[config.mk]
export PLATFORM = sky130hd
export DESIGN_NAME = gpx_i2c_target
export DESIGN_NICKNAME = d
export VERILOG_FILES = /design/src/rtl/gpx_pkg.sv /design/src/rtl/gpx_bus_sync.sv /design/src/rtl/gpx_i2c_fsm.sv /design/src/rtl/gpx_regfile.sv /design/src/rtl/gpx_i2c_target.sv
export SDC_FILE = /design/constraint.sdc
export NUM_CORES = 1
export LEC_CHECK = 0
export BUFFER_PORTS_ARGS = -buffer_cell sky130_fd_sc_hd__buf_2
export CORE_UTILIZATION = 45
export DETAILED_ROUTE_END_ITERATION = 16
export GPL_ROUTABILITY_DRIVEN = 0
export PLACE_DENSITY_LB_ADDON = 0.1
export SLEW_MARGIN = 10
export SYNTH_ARGS = -nofsm -noshare
export SYNTH_HDL_FRONTEND = slang
export SYNTH_SLANG_ARGS = --single-unit
[constraint.sdc]
create_clock -name clk -period 2.95 [get_ports clk]
set_input_delay 0.295 -clock clk [delete_from_list [all_inputs] [get_ports clk]]
set_output_delay 0.295 -clock clk [all_outputs]
set_load 0.01 [all_outputs]
[src/rtl/gpx_pkg.sv]
package gpx_pkg;
  typedef enum logic [3:0] {
    ST_IDLE,
    ST_ADDR,
    ST_AACK,
    ST_CMD,
    ST_CACK,
    ST_WDAT,
    ST_WACK,
    ST_TX,
    ST_TACK
  } gpx_state_e;

  localparam int REG_IN  = 0;
  localparam int REG_OUT = 1;
  localparam int REG_POL = 2;
  localparam int REG_CFG = 3;
endpackage

[src/rtl/gpx_bus_sync.sv]
module gpx_bus_sync #(
  parameter int SYNC_STAGES = 2
) (
  input  logic clk,
  input  logic rst_n,
  input  logic scl_i,
  input  logic sda_i,
  output logic sda_s,
  output logic scl_rise,
  output logic scl_fall,
  output logic start_det,
  output logic stop_det
);
  logic [SYNC_STAGES-1:0] scl_pipe, sda_pipe;
  logic scl_d, sda_d, scl_s;

  always_ff @(posedge clk or negedge rst_n) begin
    if (!rst_n) begin
      scl_pipe <= '1;
      sda_pipe <= '1;
      scl_d    <= 1'b1;
      sda_d    <= 1'b1;
    end else begin
      scl_pipe <= {scl_pipe[SYNC_STAGES-2:0], scl_i};
      sda_pipe <= {sda_pipe[SYNC_STAGES-2:0], sda_i};
      scl_d    <= scl_s;
      sda_d    <= sda_s;
    end
  end

  always_comb begin
    scl_s     = scl_pipe[SYNC_STAGES-1];
    sda_s     = sda_pipe[SYNC_STAGES-1];
    scl_rise  = scl_s & ~scl_d;
    scl_fall  = ~scl_s & scl_d;
    start_det = scl_s & scl_d & sda_d & ~sda_s;
    stop_det  = scl_s & scl_d & ~sda_d & sda_s;
  end
endmodule

[src/rtl/gpx_i2c_fsm.sv]
module gpx_i2c_fsm
  import gpx_pkg::*;
#(
  parameter int          DW       = 8,
  parameter logic [DW-2:0] DEV_ADDR = 7'b1001001
) (
  input  logic          clk,
  input  logic          rst_n,
  input  logic          sda_s,
  input  logic          scl_rise,
  input  logic          scl_fall,
  input  logic          start_det,
  input  logic          stop_det,
  input  logic [DW-1:0] rp_rdata,
  output logic          sda_oe,
  output logic [DW-1:0] rp_addr,
  output logic          rp_wr,
  output logic [DW-1:0] rp_wdata,
  output logic          rp_rd
);
  localparam int CNT_W = $clog2(DW + 1);
  localparam logic [CNT_W-1:0] CNT_FULL = CNT_W'(DW);
  localparam logic [CNT_W-1:0] CNT_LAST = CNT_W'(DW - 1);

  gpx_state_e       state, state_n;
  logic [CNT_W-1:0] cnt, cnt_n;
  logic [DW-1:0]    sh, sh_n, ptr, ptr_n, wdat, wdat_n;
  logic             rw, rw_n, nack, nack_n, oe, oe_n, wr, wr_n, rd;

  always_comb begin
    state_n = state;
    cnt_n   = cnt;
    sh_n    = sh;
    ptr_n   = ptr;
    wdat_n  = wdat;
    rw_n    = rw;
    nack_n  = nack;
    oe_n    = oe;
    wr_n    = 1'b0;
    rd      = 1'b0;
    if (start_det) begin
      state_n = ST_ADDR;
      cnt_n   = '0;
      oe_n    = 1'b0;
    end else if (stop_det) begin
      state_n = ST_IDLE;
      cnt_n   = '0;
      oe_n    = 1'b0;
    end else begin
      case (state)
        ST_ADDR, ST_CMD, ST_WDAT: begin
          if (scl_rise && cnt != CNT_FULL) begin
            sh_n  = {sh[DW-2:0], sda_s};
            cnt_n = cnt + CNT_W'(1);
          end else if (scl_fall && cnt == CNT_FULL) begin
            cnt_n = '0;
            if (state == ST_ADDR) begin
              if (sh[DW-1:1] == DEV_ADDR) begin
                rw_n    = sh[0];
                oe_n    = 1'b1;
                state_n = ST_AACK;
              end else begin
                state_n = ST_IDLE;
              end
            end else if (state == ST_CMD) begin
              ptr_n   = sh;
              oe_n    = 1'b1;
              state_n = ST_CACK;
            end else begin
              wr_n    = 1'b1;
              wdat_n  = sh;
              oe_n    = 1'b1;
              state_n = ST_WACK;
            end
          end
        end
        ST_AACK, ST_CACK, ST_WACK: begin
          if (scl_fall) begin
            oe_n = 1'b0;
            if (state == ST_AACK && rw) begin
              rd      = 1'b1;
              sh_n    = rp_rdata;
              oe_n    = ~rp_rdata[DW-1];
              state_n = ST_TX;
            end else if (state == ST_AACK) begin
              state_n = ST_CMD;
            end else begin
              state_n = ST_WDAT;
            end
          end
        end
        ST_TX: begin
          if (scl_fall) begin
            if (cnt == CNT_LAST) begin
              oe_n    = 1'b0;
              cnt_n   = '0;
              state_n = ST_TACK;
            end else begin
              sh_n  = {sh[DW-2:0], 1'b0};
              oe_n  = ~sh[DW-2];
              cnt_n = cnt + CNT_W'(1);
            end
          end
        end
        ST_TACK: begin
          if (scl_rise) begin
            nack_n = sda_s;
          end else if (scl_fall) begin
            if (nack) begin
              state_n = ST_IDLE;
            end else begin
              rd      = 1'b1;
              sh_n    = rp_rdata;
              oe_n    = ~rp_rdata[DW-1];
              state_n = ST_TX;
            end
          end
        end
        default: ;
      endcase
    end
  end

  always_ff @(posedge clk or negedge rst_n) begin
    if (!rst_n) begin
      state <= ST_IDLE;
      cnt   <= '0;
      sh    <= '0;
      ptr   <= '0;
      wdat  <= '0;
      rw    <= 1'b0;
      nack  <= 1'b1;
      oe    <= 1'b0;
      wr    <= 1'b0;
    end else begin
      state <= state_n;
      cnt   <= cnt_n;
      sh    <= sh_n;
      ptr   <= ptr_n;
      wdat  <= wdat_n;
      rw    <= rw_n;
      nack  <= nack_n;
      oe    <= oe_n;
      wr    <= wr_n;
    end
  end

  assign sda_oe   = oe;
  assign rp_addr  = ptr;
  assign rp_wr    = wr;
  assign rp_wdata = wdat;
  assign rp_rd    = rd;


  idle_quiet_chk: assert property (@(posedge clk) disable iff (!rst_n)
    state == ST_IDLE |-> !sda_oe);

  wr_pulse_chk: assert property (@(posedge clk) disable iff (!rst_n)
    rp_wr |=> !rp_wr);

  stop_idle_chk: assert property (@(posedge clk) disable iff (!rst_n)
    stop_det |=> (state == ST_IDLE && !sda_oe));

  start_addr_chk: assert property (@(posedge clk) disable iff (!rst_n)
    start_det |=> (state == ST_ADDR && !sda_oe));
endmodule

[src/rtl/gpx_regfile.sv]
module gpx_regfile
  import gpx_pkg::*;
#(
  parameter int DW    = 8,
  parameter int NPINS = 4
) (
  input  logic             clk,
  input  logic             rst_n,
  input  logic [NPINS-1:0] pin_lvl,
  input  logic [DW-1:0]    addr,
  input  logic             wr,
  input  logic [DW-1:0]    wdata,
  output logic [DW-1:0]    rdata,
  output logic [DW-1:0]    out_q,
  output logic [DW-1:0]    pol_q,
  output logic [DW-1:0]    cfg_q
);
  localparam logic [DW-1:0] A_IN  = DW'(REG_IN);
  localparam logic [DW-1:0] A_OUT = DW'(REG_OUT);
  localparam logic [DW-1:0] A_POL = DW'(REG_POL);
  localparam logic [DW-1:0] A_CFG = DW'(REG_CFG);

  logic [DW-1:0] out_n, pol_n, cfg_n, in_val;

  generate
    if (DW > NPINS) begin : g_pad
      assign in_val = {{(DW-NPINS){1'b1}}, pin_lvl ^ pol_q[NPINS-1:0]};
    end else begin : g_nopad
      assign in_val = pin_lvl ^ pol_q[NPINS-1:0];
    end
  endgenerate

  always_comb begin
    out_n = out_q;
    pol_n = pol_q;
    cfg_n = cfg_q;
    if (wr) begin
      if (addr == A_OUT) out_n = wdata;
      if (addr == A_POL) pol_n = wdata;
      if (addr == A_CFG) cfg_n = wdata;
    end
  end

  always_ff @(posedge clk or negedge rst_n) begin
    if (!rst_n) begin
      out_q <= '1;
      pol_q <= '0;
      cfg_q <= '1;
    end else begin
      out_q <= out_n;
      pol_q <= pol_n;
      cfg_q <= cfg_n;
    end
  end

  always_comb begin
    if (addr == A_IN)       rdata = in_val;
    else if (addr == A_OUT) rdata = out_q;
    else if (addr == A_POL) rdata = pol_q;
    else if (addr == A_CFG) rdata = cfg_q;
    else                    rdata = '1;
  end


  ro_input_chk: assert property (@(posedge clk) disable iff (!rst_n)
    (wr && addr == A_IN) |=> ($stable(out_q) && $stable(pol_q) && $stable(cfg_q)));

  bad_ptr_chk: assert property (@(posedge clk) disable iff (!rst_n)
    (wr && addr > A_CFG) |=> ($stable(out_q) && $stable(pol_q) && $stable(cfg_q)));

  out_write_chk: assert property (@(posedge clk) disable iff (!rst_n)
    (wr && addr == A_OUT) |=> out_q == $past(wdata));
endmodule

[src/rtl/gpx_i2c_target.sv]
module gpx_i2c_target #(
  parameter int          DW          = 8,
  parameter int          NPINS       = 4,
  parameter int          SYNC_STAGES = 2,
  parameter logic [DW-2:0] DEV_ADDR  = 7'b1001001
) (
  input  logic             clk,
  input  logic             rst_n,
  input  logic             scl_i,
  input  logic             sda_i,
  output logic             sda_oe,
  input  logic [NPINS-1:0] pin_lvl,
  output logic [DW-1:0]    out_reg,
  output logic [DW-1:0]    pol_reg,
  output logic [DW-1:0]    cfg_reg,
  output logic [DW-1:0]    rp_addr,
  output logic             rp_wr,
  output logic [DW-1:0]    rp_wdata,
  output logic             rp_rd
);
  logic [1:0]    rst_pipe;
  logic          rst_int_n;
  logic          sda_s, scl_rise, scl_fall, start_det, stop_det;
  logic [DW-1:0] rp_rdata;

  always_ff @(posedge clk or negedge rst_n) begin
    if (!rst_n) rst_pipe <= 2'b00;
    else        rst_pipe <= {rst_pipe[0], 1'b1};
  end
  assign rst_int_n = rst_pipe[1];

  gpx_bus_sync #(.SYNC_STAGES(SYNC_STAGES)) u_sync (
    .clk       (clk),
    .rst_n     (rst_int_n),
    .scl_i     (scl_i),
    .sda_i     (sda_i),
    .sda_s     (sda_s),
    .scl_rise  (scl_rise),
    .scl_fall  (scl_fall),
    .start_det (start_det),
    .stop_det  (stop_det)
  );

  gpx_i2c_fsm #(.DW(DW), .DEV_ADDR(DEV_ADDR)) u_fsm (
    .clk       (clk),
    .rst_n     (rst_int_n),
    .sda_s     (sda_s),
    .scl_rise  (scl_rise),
    .scl_fall  (scl_fall),
    .start_det (start_det),
    .stop_det  (stop_det),
    .rp_rdata  (rp_rdata),
    .sda_oe    (sda_oe),
    .rp_addr   (rp_addr),
    .rp_wr     (rp_wr),
    .rp_wdata  (rp_wdata),
    .rp_rd     (rp_rd)
  );

  gpx_regfile #(.DW(DW), .NPINS(NPINS)) u_regs (
    .clk     (clk),
    .rst_n   (rst_int_n),
    .pin_lvl (pin_lvl),
    .addr    (rp_addr),
    .wr      (rp_wr),
    .wdata   (rp_wdata),
    .rdata   (rp_rdata),
    .out_q   (out_reg),
    .pol_q   (pol_reg),
    .cfg_q   (cfg_reg)
  );
endmodule

==> metrics.txt <==
global-route wire length before repair=12.7 mm; CTS max path bufs=2; worst path cell trace=nor4b_1 -> buf_4 -> o311ai_0 -> a211oi_1 -> a311o_1; nets=roughly 370; Slew headroom=0.173; drt total wl=7.83 mm; overall routing resource usage=0.217; CP Buf/Inv Count=1; f_max=between 300 and 400 MHz; clk_lat worst skew=0.35 ns; Worst Path Required=3.18 ns; Yosys cell types=57; Worst R2R Start=u_fsm.state[1]; FF-to-FF End=u_fsm.state[0]; CTS tree=yes; FF-to-FF path depth=5; full die area=7970 µm²; via count=2536; worst hold slack=0.0454 ns; most instantiated cells after synthesis=mux2_2 (55), dfrtp_1 (45), dfstp_2 (23), nand2_1 (19), nor2_1 (18); Synth area leaders=dfrtp_1 (33%), mux2_2 (18%), dfstp_2 (18%); die height=a little under 90 µm; clk sinks=68; Rows=31; DRC=0; Max Cap Viol=0; fin. max-slew vios=0; area share of the largest cell type after synthesis=0.328; Post-Syn Nets=between 300 and 400; Seq/Total Area, Yosys=0.505; Routed Antenna Nets=0; Post-synth EDFFs=0; final hold violations=0; Die W=89.3 µm; status=completed; post-DP HPWL=5.48 mm; drt wl/cell=about 17 µm; Ports=51; syn_area_per_cell=11.5 µm²; Synth Register Bits=a little under 70; H-tree levels=3; hold endpoint=u_sync.sda_pipe[0]; pin count of the biggest net entering global routing=31; count leader, synth=mux2_2; initial DRC count=160; initial core utilization=0.470; Setup Buffers After CTS=0; via/cell ratio=5.49; Area growth syn-to-layout=17.1%; grt ovf=0; # port buffers=50; ANT cells=0; synthesized instance count=between 200 and 300; Root Buffer=clkbuf_8; final period utilization=0.929; sum of negative setup slack=0 ns; Worst-path clk slew=0.08 ns; top_reg_cell synth=dfrtp_1; Cell Area, Synth=3430 µm²; unrepaired setup endpoints after global routing=no; synth warn=0; Hold Crit Class=in -> reg; hold_sp=sda_i; Finish-stage setup viols=0; Hold Path Depth=1; floorplan core area=7290 µm²; Power per Cell Area=668 nW/µm²; share of cells above drive strength 1=0.455; asr flop ratio synth=1.00; worst clock skew=0.00909 ns; total power=0.00268 W; Hold-fix buffers, CTS=1; slowest cell on the critical path=o311ai_0; critical path type=reg -> reg; worst-path maximum fanout=19; Critical Path End Type=register; max incr delay on CP=1.03 ns; CTS Buf Count=9; vias in the first global route=2448; R2R Setup Slk=between 0.2 and 0.25 ns; peak supply drop=0.301 mV; Worst Tran Pin Value=1.23 ns; initial antenna violation count=0; Top delay family on crit path=compound AO/OA/AOI/OAI gates; minimum clock period after layout=2.74 ns; DRT Pass-1 Iters=4; top cell type by total area after synthesis=dfrtp_1; post-CTS resize count=0; Pleak=~1.8 nW; fillers=666; Worst setup SP type=register; crit path DAT=2.97 ns
-- worst max path at each step --
| stage | start | endpoint | cells past startpoint |
|---|---|---|---|
| 5_1_grt | u_fsm.state[1] | u_fsm.state[0] | 5 |
| 3_5_place_dp | u_fsm.state[1] | u_fsm.state[0] | 5 |
| 4_1_cts | u_fsm.state[1] | u_fsm.state[0] | 5 |
| 6_report | u_fsm.state[1] | u_fsm.state[0] | 5 |
| 3_3_place_gp | u_fsm.state[1] | u_fsm.state[0] | 5 |
| 2_1_floorplan | u_fsm.cnt[0] | u_fsm.state[0] | 7 |
-- worst reg2reg max path, delay by kind of cell (launching register included) --
family,cells,cell delay [ns]
buffers and inverters,1,0.18
AND/OR/NAND/NOR,1,0.12
AO/OA/AOI/OAI,3,1.58
flip-flops,1,0.74
-- area by class of cell --
| type | count | area (µm²) | share of cell area |
|---|---|---|---|
| clock buffer | 10 | 138 | 0.0343 |
| inverter | 8 | 30.0 | 0.00748 |
| timing repair buffer | 60 | 328 | 0.0816 |
| sequential | 68 | 1730 | 0.431 |
| tap | 99 | 124 | 0.0309 |
| multi-input combinational | 211 | 1620 | 0.402 |
| clock inverter | 6 | 48.8 | 0.0122 |
-- routing by layer --
| layer | wire, µm | vias up | global-route usage |
|---|---|---|---|
| met5 | 0 | - | 0 |
| li1 | - | 1224 | - |
| met2 | 3570 | 67 | 0.322 |
| met4 | 131 | 0 | 0.0866 |
| met3 | 309 | 11 | 0.0388 |
| met1 | 3820 | 1234 | 0.316 |
-- per-stage QoR --
| stage | cells | instance area [µm²] | setup WS (ns) | utilization |
|---|---|---|---|---|
| global placement | 445 | 3820 | 0.224 | 0.524 |
| detailed placement | 445 | 3820 | 0.165 | 0.524 |
| floorplan | 298 | 3430 | 0.850 | - |
| CTS | 462 | 4020 | 0.181 | 0.551 |
| global route | 462 | 4020 | 0.0671 | 0.551 |
| finish | 462 | 4020 | 0.208 | 0.551 |
-- sequential cells by signal, summed over array words and instances (netlist names), 2 cells and up --
name	cells
rst_pipe	2
u_fsm.cnt	4
u_fsm.rp_addr	8
u_fsm.rp_wdata	8
u_fsm.sh	8
u_fsm.state	4
u_regs.cfg_q	8
u_regs.out_q	8
u_regs.pol_q	8
u_sync.scl_pipe	2
u_sync.sda_pipe	2
-- cells in the final DEF (no fill, tap or decap), types with 9 or more instances in the layout --
cell,n
mux2_2,55
buf_2,50
dfrtp_1,44
dfstp_2,23
nand2_1,19
nor2_1,18
o21ai_0,12
nand3_1,11
a21oi_1,11
clkbuf_8,10
buf_4,9
-- logic make-up (layout without fill, tap and decap cells) --
kind of cell | Yosys count | in the layout | synth area share
AOI/OAI and AO/OA | 58 | 58 | 0.116
xor gates and xnor gates | 2 | 2 | 0.00511
adders and majority gates | 2 | 2 | 0.00730
buffers and inverters | 19 | 84 | 0.0241
DFF | 68 | 68 | 0.505
muxes | 61 | 61 | 0.198
other | 1 | 1 | 0.00109
and+or+nand+nor | 87 | 87 | 0.144
-- report_power, final --
| group | switching [W] | total (W) | internal, W |
|---|---|---|---|
| Clock | 0.000377 | 0.000710 | 0.000333 |
| Sequential | 0.000209 | 0.00125 | 0.00105 |
| Combinational | 0.000375 | 0.000717 | 0.000342 |
| Total | 0.000961 | 0.00268 | 0.00172 |
(Power assumes the default switching activity.)
